===== src/rtl/dram_ctrl_pkg.sv =====
package dram_ctrl_pkg;
  typedef enum logic [2:0] {
    ST_IDLE,
    ST_ROW,
    ST_COL,
    ST_PRE,
    ST_REF
  } seq_state_t;
endpackage


===== src/rtl/dram_refresh_timer.sv =====
module dram_refresh_timer #(
  parameter int INTERVAL = 781
) (
  input  logic clk,
  input  logic rst,
  input  logic taken,
  output logic pending
);
  localparam int CNT_W = (INTERVAL > 2) ? $clog2(INTERVAL) : 1;
  localparam logic [CNT_W-1:0] LAST = CNT_W'(INTERVAL - 1);

  logic [CNT_W-1:0] tick;

  always_ff @(posedge clk) begin
    if (rst) begin
      tick    <= '0;
      pending <= 1'b0;
    end else begin
      if (tick == LAST) tick <= '0;
      else              tick <= tick + 1'b1;
      if (tick == LAST) pending <= 1'b1;
      else if (taken)   pending <= 1'b0;
    end
  end
endmodule


===== src/rtl/dram_refresh_row.sv =====
module dram_refresh_row #(
  parameter int ROW_W = 8
) (
  input  logic             clk,
  input  logic             rst,
  input  logic             step,
  output logic [ROW_W-1:0] row
);
  always_ff @(posedge clk) begin
    if (rst)       row <= '0;
    else if (step) row <= row + 1'b1;
  end
endmodule


===== src/rtl/dram_strobe_seq.sv =====
module dram_strobe_seq
  import dram_ctrl_pkg::*;
#(
  parameter int ADDR_W = 16,
  parameter int DATA_W = 16,
  parameter int T_RCD  = 2,
  parameter int T_CAS  = 2,
  parameter int T_RP   = 2
) (
  input  logic                clk,
  input  logic                rst,
  input  logic                host_req,
  input  logic                host_we,
  input  logic [ADDR_W-1:0]   host_addr,
  input  logic [DATA_W-1:0]   host_wdata,
  output logic                host_ready,
  output logic [DATA_W-1:0]   host_rdata,
  output logic                host_rvalid,
  input  logic                ref_pend,
  input  logic [ADDR_W/2-1:0] ref_row,
  output logic                ref_start,
  output logic                ref_done,
  output logic                ras_n,
  output logic                cas_n,
  output logic                we_n,
  output logic [ADDR_W/2-1:0] addr,
  output logic [DATA_W-1:0]   dq_out,
  output logic                dq_oe,
  input  logic [DATA_W-1:0]   dq_in
);
  localparam int HALF_W    = ADDR_W / 2;
  localparam int T_RAS_REF = T_RCD + T_CAS;
  localparam int T_MAX     = (T_RAS_REF > T_RP) ? T_RAS_REF : T_RP;
  localparam int CNT_W     = $clog2(T_MAX + 1);

  seq_state_t        state;
  logic [CNT_W-1:0]  cnt;
  logic [HALF_W-1:0] col_q;
  logic              we_q;
  logic              cnt_zero;

  assign cnt_zero   = (cnt == '0);
  assign host_ready = (state == ST_IDLE) && !ref_pend;
  assign ref_start  = (state == ST_IDLE) && ref_pend;
  assign ref_done   = (state == ST_REF) && cnt_zero;

  always_ff @(posedge clk) begin
    if (rst) begin
      state       <= ST_IDLE;
      cnt         <= '0;
      ras_n       <= 1'b1;
      cas_n       <= 1'b1;
      we_n        <= 1'b1;
      dq_oe       <= 1'b0;
      addr        <= '0;
      dq_out      <= '0;
      col_q       <= '0;
      we_q        <= 1'b0;
      host_rdata  <= '0;
      host_rvalid <= 1'b0;
    end else begin
      host_rvalid <= 1'b0;
      case (state)
        ST_IDLE: begin
          if (ref_pend) begin
            state <= ST_REF;
            ras_n <= 1'b0;
            addr  <= ref_row;
            cnt   <= CNT_W'(T_RAS_REF - 1);
          end else if (host_req) begin
            state  <= ST_ROW;
            ras_n  <= 1'b0;
            addr   <= host_addr[ADDR_W-1:HALF_W];
            col_q  <= host_addr[HALF_W-1:0];
            we_q   <= host_we;
            dq_out <= host_wdata;
            cnt    <= CNT_W'(T_RCD - 1);
          end
        end
        ST_ROW: begin
          if (cnt_zero) begin
            state <= ST_COL;
            cas_n <= 1'b0;
            addr  <= col_q;
            we_n  <= ~we_q;
            dq_oe <= we_q;
            cnt   <= CNT_W'(T_CAS - 1);
          end else begin
            cnt <= cnt - 1'b1;
          end
        end
        ST_COL: begin
          if (cnt_zero) begin
            if (!we_q) begin
              host_rdata  <= dq_in;
              host_rvalid <= 1'b1;
            end
            state <= ST_PRE;
            ras_n <= 1'b1;
            cas_n <= 1'b1;
            we_n  <= 1'b1;
            dq_oe <= 1'b0;
            cnt   <= CNT_W'(T_RP - 1);
          end else begin
            cnt <= cnt - 1'b1;
          end
        end
        ST_REF: begin
          if (cnt_zero) begin
            state <= ST_PRE;
            ras_n <= 1'b1;
            cnt   <= CNT_W'(T_RP - 1);
          end else begin
            cnt <= cnt - 1'b1;
          end
        end
        ST_PRE: begin
          if (cnt_zero) state <= ST_IDLE;
          else          cnt   <= cnt - 1'b1;
        end
        default: state <= ST_IDLE;
      endcase
    end
  end
endmodule


===== src/rtl/dram_strobe_ctrl.sv =====
module dram_strobe_ctrl #(
  parameter int ADDR_W       = 16,
  parameter int DATA_W       = 16,
  parameter int T_RCD        = 2,
  parameter int T_CAS        = 2,
  parameter int T_RP         = 2,
  parameter int REF_INTERVAL = 781
) (
  input  logic                clk,
  input  logic                rst,
  input  logic                host_req,
  input  logic                host_we,
  input  logic [ADDR_W-1:0]   host_addr,
  input  logic [DATA_W-1:0]   host_wdata,
  output logic                host_ready,
  output logic [DATA_W-1:0]   host_rdata,
  output logic                host_rvalid,
  output logic                dram_ras_n,
  output logic                dram_cas_n,
  output logic                dram_we_n,
  output logic [ADDR_W/2-1:0] dram_addr,
  output logic [DATA_W-1:0]   dram_dq_out,
  output logic                dram_dq_oe,
  input  logic [DATA_W-1:0]   dram_dq_in
);
  localparam int HALF_W = ADDR_W / 2;

  logic              ref_pend;
  logic              ref_start;
  logic              ref_done;
  logic [HALF_W-1:0] ref_row;

  dram_refresh_timer #(.INTERVAL(REF_INTERVAL)) u_timer (
    .clk     (clk),
    .rst     (rst),
    .taken   (ref_start),
    .pending (ref_pend)
  );

  dram_refresh_row #(.ROW_W(HALF_W)) u_row (
    .clk  (clk),
    .rst  (rst),
    .step (ref_done),
    .row  (ref_row)
  );

  dram_strobe_seq #(
    .ADDR_W (ADDR_W),
    .DATA_W (DATA_W),
    .T_RCD  (T_RCD),
    .T_CAS  (T_CAS),
    .T_RP   (T_RP)
  ) u_seq (
    .clk         (clk),
    .rst         (rst),
    .host_req    (host_req),
    .host_we     (host_we),
    .host_addr   (host_addr),
    .host_wdata  (host_wdata),
    .host_ready  (host_ready),
    .host_rdata  (host_rdata),
    .host_rvalid (host_rvalid),
    .ref_pend    (ref_pend),
    .ref_row     (ref_row),
    .ref_start   (ref_start),
    .ref_done    (ref_done),
    .ras_n       (dram_ras_n),
    .cas_n       (dram_cas_n),
    .we_n        (dram_we_n),
    .addr        (dram_addr),
    .dq_out      (dram_dq_out),
    .dq_oe       (dram_dq_oe),
    .dq_in       (dram_dq_in)
  );
endmodule


===== config.mk =====
export PLATFORM = sky130hd
export DESIGN_NAME = dram_strobe_ctrl
export DESIGN_NICKNAME = d
export VERILOG_FILES = /design/src/rtl/dram_ctrl_pkg.sv /design/src/rtl/dram_refresh_timer.sv /design/src/rtl/dram_refresh_row.sv /design/src/rtl/dram_strobe_seq.sv /design/src/rtl/dram_strobe_ctrl.sv
export SDC_FILE = /design/constraint.sdc
export NUM_CORES = 1
export LEC_CHECK = 0
export CAP_MARGIN = 20
export CELL_PAD_IN_SITES_DETAIL_PLACEMENT = 0
export CELL_PAD_IN_SITES_GLOBAL_PLACEMENT = 1
export CORE_ASPECT_RATIO = 1.25
export CORE_MARGIN = 4
export CORE_UTILIZATION = 39
export CTS_BUF_LIST = sky130_fd_sc_hd__clkbuf_8
export DETAILED_ROUTE_END_ITERATION = 16
export MAX_ROUTING_LAYER = met4
export PLACE_DENSITY = 0.95
export SKIP_CTS_REPAIR_TIMING = 1
export SYNTH_ARGS = -nofsm -noshare
export SYNTH_HDL_FRONTEND = slang
export SYNTH_SLANG_ARGS = --single-unit

===== constraint.sdc =====
create_clock -name clk -period 3.3 [get_ports clk]
set_input_delay 0.33 -clock clk [delete_from_list [all_inputs] [get_ports clk]]
set_output_delay 0.33 -clock clk [all_outputs]
set_load 0.01 [all_outputs]

; Word-level counts from Yosys, hierarchy flattened
; Index checks and enable logic that the tools add are counted.
; W data, S select, Z words.
[classes]
add_sub_neg = 3
mul = 0
eq_ne = 11
mux = 27
shift = 0
bitwise = 4
order_cmp = 0
reduce_logical = 22
div_mod_pow = 0
[ops]
columns = op, count
row1 = $mux W3, 8
row2 = $mux W8, 3
row3 = $reduce_and A3 Y1, 6
row4 = $pmux W8 S2, 1
row5 = $pmux W3 S4, 1
row6 = $add A10 B1 Y10 const B, 1
row7 = $eq A10 B10 Y1 const B, 1
row8 = $mux W1, 9
row9 = $pmux W3 S3, 1
row10 = $add A8 B1 Y8 const B, 1
row11 = $ne A2 B1 Y1 const B, 4
row12 = $pmux W1 S2, 4
row13 = $reduce_bool A2 Y1, 4
row14 = $eq A3 B2 Y1 const B, 2
row15 = $logic_not A3 Y1, 2
row16 = $reduce_or A3 Y1, 2
row17 = $not A1 Y1, 4
row18 = $reduce_and A4 Y1, 1
row19 = $reduce_or A2 Y1, 2
row20 = $eq A3 B1 Y1 const B, 1
row21 = $eq A3 B3 Y1 const B, 1
row22 = $logic_and A1 B1 Y1, 3
row23 = $ne A3 B3 Y1 const B, 1
row24 = $reduce_bool A3 Y1, 1
row25 = 3 further kinds, 3
[word_totals]
memories = 0
wordCells = 82
out_inout_bits = 46
mem_bits_ro = 0
latch_bits = 0
mem_bits_rw = 0
reg_bits = 79
inputBits = 52

; Logic depth before layout (Yosys ltp)
; Gate-level depths: netlist (run 1).
[logic_depth]
word_depth = 4
ltp_mapped = 8
ltp_nobuf = 6

; Hierarchy
; A second synthesis (run 1) with hierarchy kept.
[unflattened]
hier_cells = 388
hier_area_um2 = 3374.5
[modules_own_cells]
columns = mod, area_per_inst_um2, cells_per_inst, seq_area_each_um2, n_inst
row1 = dram_strobe_seq, 2528.7, 295, 1201.2, 1
row2 = dram_refresh_timer, 506.7, 56, 220.2, 1
row3 = dram_refresh_row, 339.1, 37, 160.2, 1

; Worst setup path before layout (run 1)
; No wires, ideal clock.
[synth_timing]
kind = flip-flop to flip-flop
from = reg u_seq.cnt[0]
to = reg u_seq.host_rdata[10]
stages_incl_launch_ff = 9
n_path_buf = 2
slack_ns = 1.475
period_less_slack_ns = 1.825
t_arrival_ns = 1.698
setup_ns = 0.128
required_time_ns = 3.172
cell_sequence = dfxtp_1 inv_1 ha_1 nor3b_2 or4b_1 buf_6 buf_12 mux2i_1 nor2_1
[synth_between]
elab_chain_cells = 2
[synth_lines]
columns = element, line
row1 = from (decl), dram_strobe_seq.sv:37  ; logic [CNT_W-1:0] cnt;
row2 = from (signal assigned), dram_strobe_seq.sv:69  ; cnt <= CNT_W'(T_RAS_REF - 1);
row3 = from (signal assigned), dram_strobe_seq.sv:77  ; cnt <= CNT_W'(T_RCD - 1);
row4 = from (signal assigned), dram_strobe_seq.sv:87  ; cnt <= CNT_W'(T_CAS - 1);
row5 = $logic_not A3 Y1, dram_strobe_seq.sv:42  ; assign cnt_zero = (cnt == '0);
row6 = $reduce_and A3 Y1 (no source line), -
row7 = to (signal assigned), dram_strobe_seq.sv:95  ; host_rdata <= dq_in;
row8 = to (decl), dram_strobe_seq.sv:17  ; output logic [DATA_W-1:0] host_rdata,
; No other way between the ends.
; A chain may end at the register's enable or synchronous reset.

; Worst setup path after layout (run 1)
[layout_timing]
from = reg u_seq.state[0]
to = out host_ready
[layout_between]
elab_chain_cells = 2
[layout_lines]
columns = element, line
row1 = from (decl), dram_strobe_seq.sv:36  ; seq_state_t state;
row2 = from (signal assigned), dram_strobe_seq.sv:49  ; state <= ST_IDLE;
row3 = from (signal assigned), dram_strobe_seq.sv:66  ; state <= ST_REF;
row4 = from (signal assigned), dram_strobe_seq.sv:71  ; state <= ST_ROW;
row5 = $logic_not A3 Y1, dram_strobe_seq.sv:43  ; assign host_ready = (state == ST_IDLE) && !ref_pend;
row6 = $logic_and A1 B1 Y1, dram_strobe_seq.sv:43
row7 = to (decl), dram_strobe_ctrl.sv:15  ; output logic host_ready,
; No other way between the ends.

==> metrics.txt, run 1 <==
Core Area 8650 um^2; IO buf count 97; largest net degree at the start of global routing 43; FF-to-FF setup slack 0.99 ns; FMAX 414 MHz; chip height 113 um; count leader, synth dfxtp_1; synthesized instance count 395; FF-to-FF path depth 6; Final setup viols 0; Std-Cell Rows 38; Die X 91.9 um; routed len/inst 13.1 um; RSZ-0062 raised after global routing no; drt first pass iters 4; post-synthesis mux area share 0.0729; GRT Util Overall 0.161; Post-synth EDFFs 0; PD cells 525 nW/um^2; initial antenna violation count 0; IO Pins 98; Worst EP required 2.97 ns; RePlAce Congestion 0.870; Yosys top cell by area dfxtp_1; die area 10400 um^2; Worst Hold End u_seq.col_q[4]$_SDFFE_PP0P_; Initial Util 0.397; worst min path class reg -> reg; TritonCTS clock tree yes; Final Cycle Share 0.731; vias per inst 4.87; Critical-path top delay cell clkdlybuf4s50_1; Synth Area in Adders 0.0182; Worst-Margin Slew 0.900 ns; Final Max Slew Viols 0; setup_tns 0 ns; Clock Latency Late Sink 0.36 ns; R2R Path Start u_seq.cnt[0]$_SDFFE_PP0P_; largest family of logic cells by synthesized area simple AND/OR/NAND/NOR gates; via count of the first global-routing pass 2855; Hold Crit Depth 2; Max-Slew Margin vs Limit 0.400; sequential cell area fraction in the yosys report 0.461; Static Leakage 0.00181 uW; CP Launch Type flop; Clock Skews 0.00896 ns; MaxCap Viol Count 0; tightest hold margin 0.459 ns; Final #Nets 536; total wire length 7900 um; # DRC 0; Reg clk slew, reported paths 0.08 ns; via count 2943; XOR/XNOR Fraction of Synth Area 0.0383; final worst path period need 2.41 ns; crit-path cells or3_1 -> nor2_1 -> clkdlybuf4s50_1; 1st-iter DRT viols 95; worst endpoint data arrival time 2.08 ns; Post-Syn Area 3430 um^2; endpoint type of the worst setup path output pin; Max rail drop VDD 0.315 mV; Hold Vio Cnt, Final 0; Synth warnings 0; Async S/R FF share, synth 0; Seq cells post-synth 79; Post-DP HPWL 5710 um; clock sinks 79; Routed Antenna Nets 0; Synth top area share 0.461; most common flop cell mapped by yosys dfxtp_1; Post-synth top cells 79 x dfxtp_1, 64 x nand2_1, 44 x nor2_1; CTS HTree Levels 3; reg2reg end u_seq.host_rdata[5]$_SDFFE_PP0P_; Unique masters post-synth 50; Area Overhead vs Synth 34.9%; diodes inserted 0; share of layout cells above drive strength 1 0.0620; CTS root buf clkbuf_8; post-synthesis compound-gate area fraction 0.125; crit-path max cell delay 0.55 ns; Hold Path Origin u_seq.col_q[4]$_SDFFE_PP0P_; GRT Residual Overflow 0; status finished clean; Synth area leaders dfxtp_1 46%, mux2i_1 7.3%, nand2_1 7.0%; post-synth net total 452; crit path max fanout 20; area fraction in and, or, nand and nor cells after synthesis 0.231; Longest Clk Path Bufs 2; first-pass GRT wire length 13100 um; kind of critical path reg -> out; CTS Buf Count 9; Syn Area/Cell 8.69 um^2
==> layout make-up <==
type,instances,area (um^2)
clock buffers,9,124
clock inverters,7,72.6
fillers,816,4030
inverters,8,30.0
multi-input cells,279,1670
flip-flops and latches,79,1580
well taps,120,150
repair buffers,102,1000
==> worst max path at each step <==
stage | end | cells past startpoint | slack (ns) | start
after floorplan | u_seq.host_rdata[10]$_SDFFE_PP0P_ | 8 | 1.47 | u_seq.cnt[0]$_SDFFE_PP0P_
after global placement | u_seq.host_rdata[4]$_SDFFE_PP0P_ | 6 | 1.06 | u_seq.cnt[0]$_SDFFE_PP0P_
after detailed placement | u_seq.host_rdata[5]$_SDFFE_PP0P_ | 6 | 0.98 | u_seq.cnt[0]$_SDFFE_PP0P_
after CTS | host_ready | 3 | 0.87 | u_seq.state[0]$_SDFFE_PP0P_
after global routing | host_ready | 3 | 0.78 | u_seq.state[2]$_SDFFE_PP0P_
final | host_ready | 3 | 0.89 | u_seq.state[0]$_SDFFE_PP0P_
==> report_power, final <==
part | internal, uW | total, uW | switching (uW)
registers | 1040 | 1120 | 77.5
clock network | 350 | 710 | 360
logic | 308 | 601 | 293
total | 1700 | 2430 | 730
==> worst max-delay path: cells and delay by family, from the launching register on <==
| kind | cells | cell delay (ns) |
|---|---|---|
| flip-flops | 1 | 0.53 |
| AND/OR/NAND/NOR | 2 | 0.64 |
| buffers and inverters | 1 | 0.55 |
==> kinds of logic (layout without fill, tap and decap cells) <==
logic type / Yosys count / in the layout
flip-flops: 79 / 79
buffers and inverters: 37 / 126
AO/OA/AOI/OAI: 69 / 69
XOR/XNOR: 15 / 15
AND/OR/NAND/NOR: 165 / 165
multiplexers: 25 / 25
adder cells (fa/ha/maj): 5 / 5
==> state kept, by name (all words and copies together), names as in the netlist, 3 cells and up <==
register / cells
u_seq.col_q: 8
u_row.row: 8
u_timer.tick: 10
u_seq.cnt: 3
u_seq.state: 3
u_seq.addr: 8
u_seq.dq_out: 16
u_seq.host_rdata: 16
==> placed cells by master, fill, tap and decap left out, drive strengths merged, types with 6 or more instances in the layout <==
cell	netlist	routed
nor2	44	44
buf	12	6
mux2i	25	25
nand2	64	64
dfxtp	79	79
nand4	6	6
xor2	12	12
clkbuf	17	9
clkdlybuf4s50	0	96
o211ai	8	8
inv	8	9
nand3	8	8
nand2b	11	11
a21oi	39	39
nor3	7	7
==> per-stage QoR <==
stage,instance area [um^2],setup slack [ns],util,instances,power (uW)
final,4630,0.886,0.535,604,2430
after global routing,4630,0.780,0.535,604,2560
after global placement,4430,1.06,0.512,588,1730
after CTS,4630,0.869,0.535,604,2460
after detailed placement,4430,0.979,0.512,588,1750
after floorplan,3430,1.47,-,395,1500
==> metal layers <==
layer | wire length [um] | up-vias | global-route usage
met2 | 3780 | 75 | 0.265
met1 | 3450 | 1346 | 0.183
met5 | 0 | - | -
met3 | 501 | 14 | 0.0505
li1 | - | 1508 | -
met4 | 173 | 0 | 0.0614
Note: power is estimated with default switching activity, not from simulation.
==> inputs of run 2 (changes only) <==
- CORE_UTILIZATION: 39 -> 36
- PLACE_DENSITY: 0.95 -> 0.89
- clock period: 3.3 -> 2.4 ns (I/O delays scaled with it)
==> metrics.txt, run 2 (same netlist as run 1, synthesis figures left out) <==
status finished clean; most frequent cells in the layout 96 x clkdlybuf4s50_1, 78 x dfxtp_1, 64 x nand2_1, 44 x nor2_1, 39 x a21oi_1; worst min path class in -> reg; PD cells 730 nW/um^2; CP Launch Type flop; share of layout cells above drive strength 1 0.0736; routed len/inst 13.1 um; crit path max fanout 18; Std-Cell Rows 39; Final setup viols 0; CTS HTree Levels 3; Final Cycle Share 0.921; via count of the first global-routing pass 2929; FMAX 453 MHz; commonest non-fill, non-tap cell in the layout clkdlybuf4s50_1; IO buf count 97; tightest hold margin 0.354 ns; diodes inserted 0; endpoint type of the worst setup path output pin; worst endpoint data arrival time 1.97 ns; kind of critical path reg -> out; chip height 117 um; GRT Util Overall 0.155; RePlAce Congestion 0.808; total wire length 8020 um; Core Area 9220 um^2; IO Pins 98; die area 11200 um^2; Largest regs u_seq.dq_out: 16 flops, u_seq.host_rdata: 16 flops, u_timer.tick: 10 flops; 1st-iter DRT viols 99; Final WS setup 0.191 ns; Die X 95.3 um; Final #Nets 541; largest net degree at the start of global routing 30; Setup WS pre-CTS 0.382 ns; via count 2975; MaxCap Viol Count 0; GRT Residual Overflow 0; vias per inst 4.86; setup_tns 0 ns; clock sinks 79; Static Leakage 0.00185 uW; CTS root buf clkbuf_8; Area Overhead vs Synth 36.6%; drt first pass iters 4; Worst EP required 2.16 ns; final worst path period need 2.21 ns; Clock Latency Late Sink 0.36 ns; FF-to-FF setup slack 0.43 ns; Routed Antenna Nets 0; CTS Buf Count 9; Reg clk slew, reported paths 0.09 ns; Worst-Margin Slew 0.610 ns; # DRC 0; Longest Clk Path Bufs 2; fin util 0.508; Hold Vio Cnt, Final 0; first-pass GRT wire length 13200 um; Clock Skews 0.00952 ns; Final Max Slew Viols 0; Post-DP HPWL 5760 um; RSZ-0062 raised after global routing no; Max-Slew Margin vs Limit 0.588; TritonCTS clock tree yes; Max rail drop VDD 0.391 mV; Initial Util 0.372; initial antenna violation count 0
==> run 2: changes by cell type in the layout (fill, tap and decap cells not counted) <==
cell,delta
dfxtp_1,-1
dfxtp_2,+1
inv_8,+1
inv_6,+1
clkinvlp_4,-1
clkbuf_8,+1
clkinv_2,-2
buf_4,+5
==> run 2: final timing paths <==
check / from / end / depth (start not counted)
worst max-delay path: u_seq.state[1]$_SDFFE_PP0P_ / host_ready / 3
worst max register to register: u_seq.cnt[0]$_SDFFE_PP0P_ / u_seq.host_rdata[13]$_SDFFE_PP0P_ / 7
worst min-delay path: rst / u_seq.host_rdata[12]$_SDFFE_PP0P_ / 2
worst min register to register: u_seq.col_q[3]$_SDFFE_PP0P_ / u_seq.col_q[3]$_SDFFE_PP0P_ / 2
==> run 2: per-stage QoR <==
stage,cell area (um^2),instances,power [uW]
detailed placement,4470,596,2410
global route,4690,612,3620
floorplan,3430,395,2060
global placement,4470,596,2400
finish,4690,612,3420
CTS,4690,612,3470
==> run 2: per-layer routing <==
layer,global-route usage,up-vias,part of all wire
met1,0.169,1372,0.43
met2,0.265,73,0.50
met3,0.0371,10,0.053
met4,0.0722,0,0.019
li1,-,1520,-
met5,-,-,0
==> run 2: layout make-up <==
class,instances,area (um^2)
Clock inverter,6,75.1
Multi-Input combinational cell,279,1670
Inverter,8,30.0
Tap cell,123,154
Fill cell,865,4540
Sequential cell,79,1580
Timing Repair Buffer,107,1040
Clock buffer,10,138
==> run 2: critical path: stages (launching register included) <==
cell,delay (ns)
dfxtp_1,0.50
or3_1,0.46
nor2_1,0.12
clkdlybuf4s50_1,0.54
==> run 2: where the power goes <==
part           switching (uW)  internal [uW]  total [uW]
combinational             408            436         843
clock                     523            525        1050
sequential                101           1430        1530
total                    1030           2390        3420
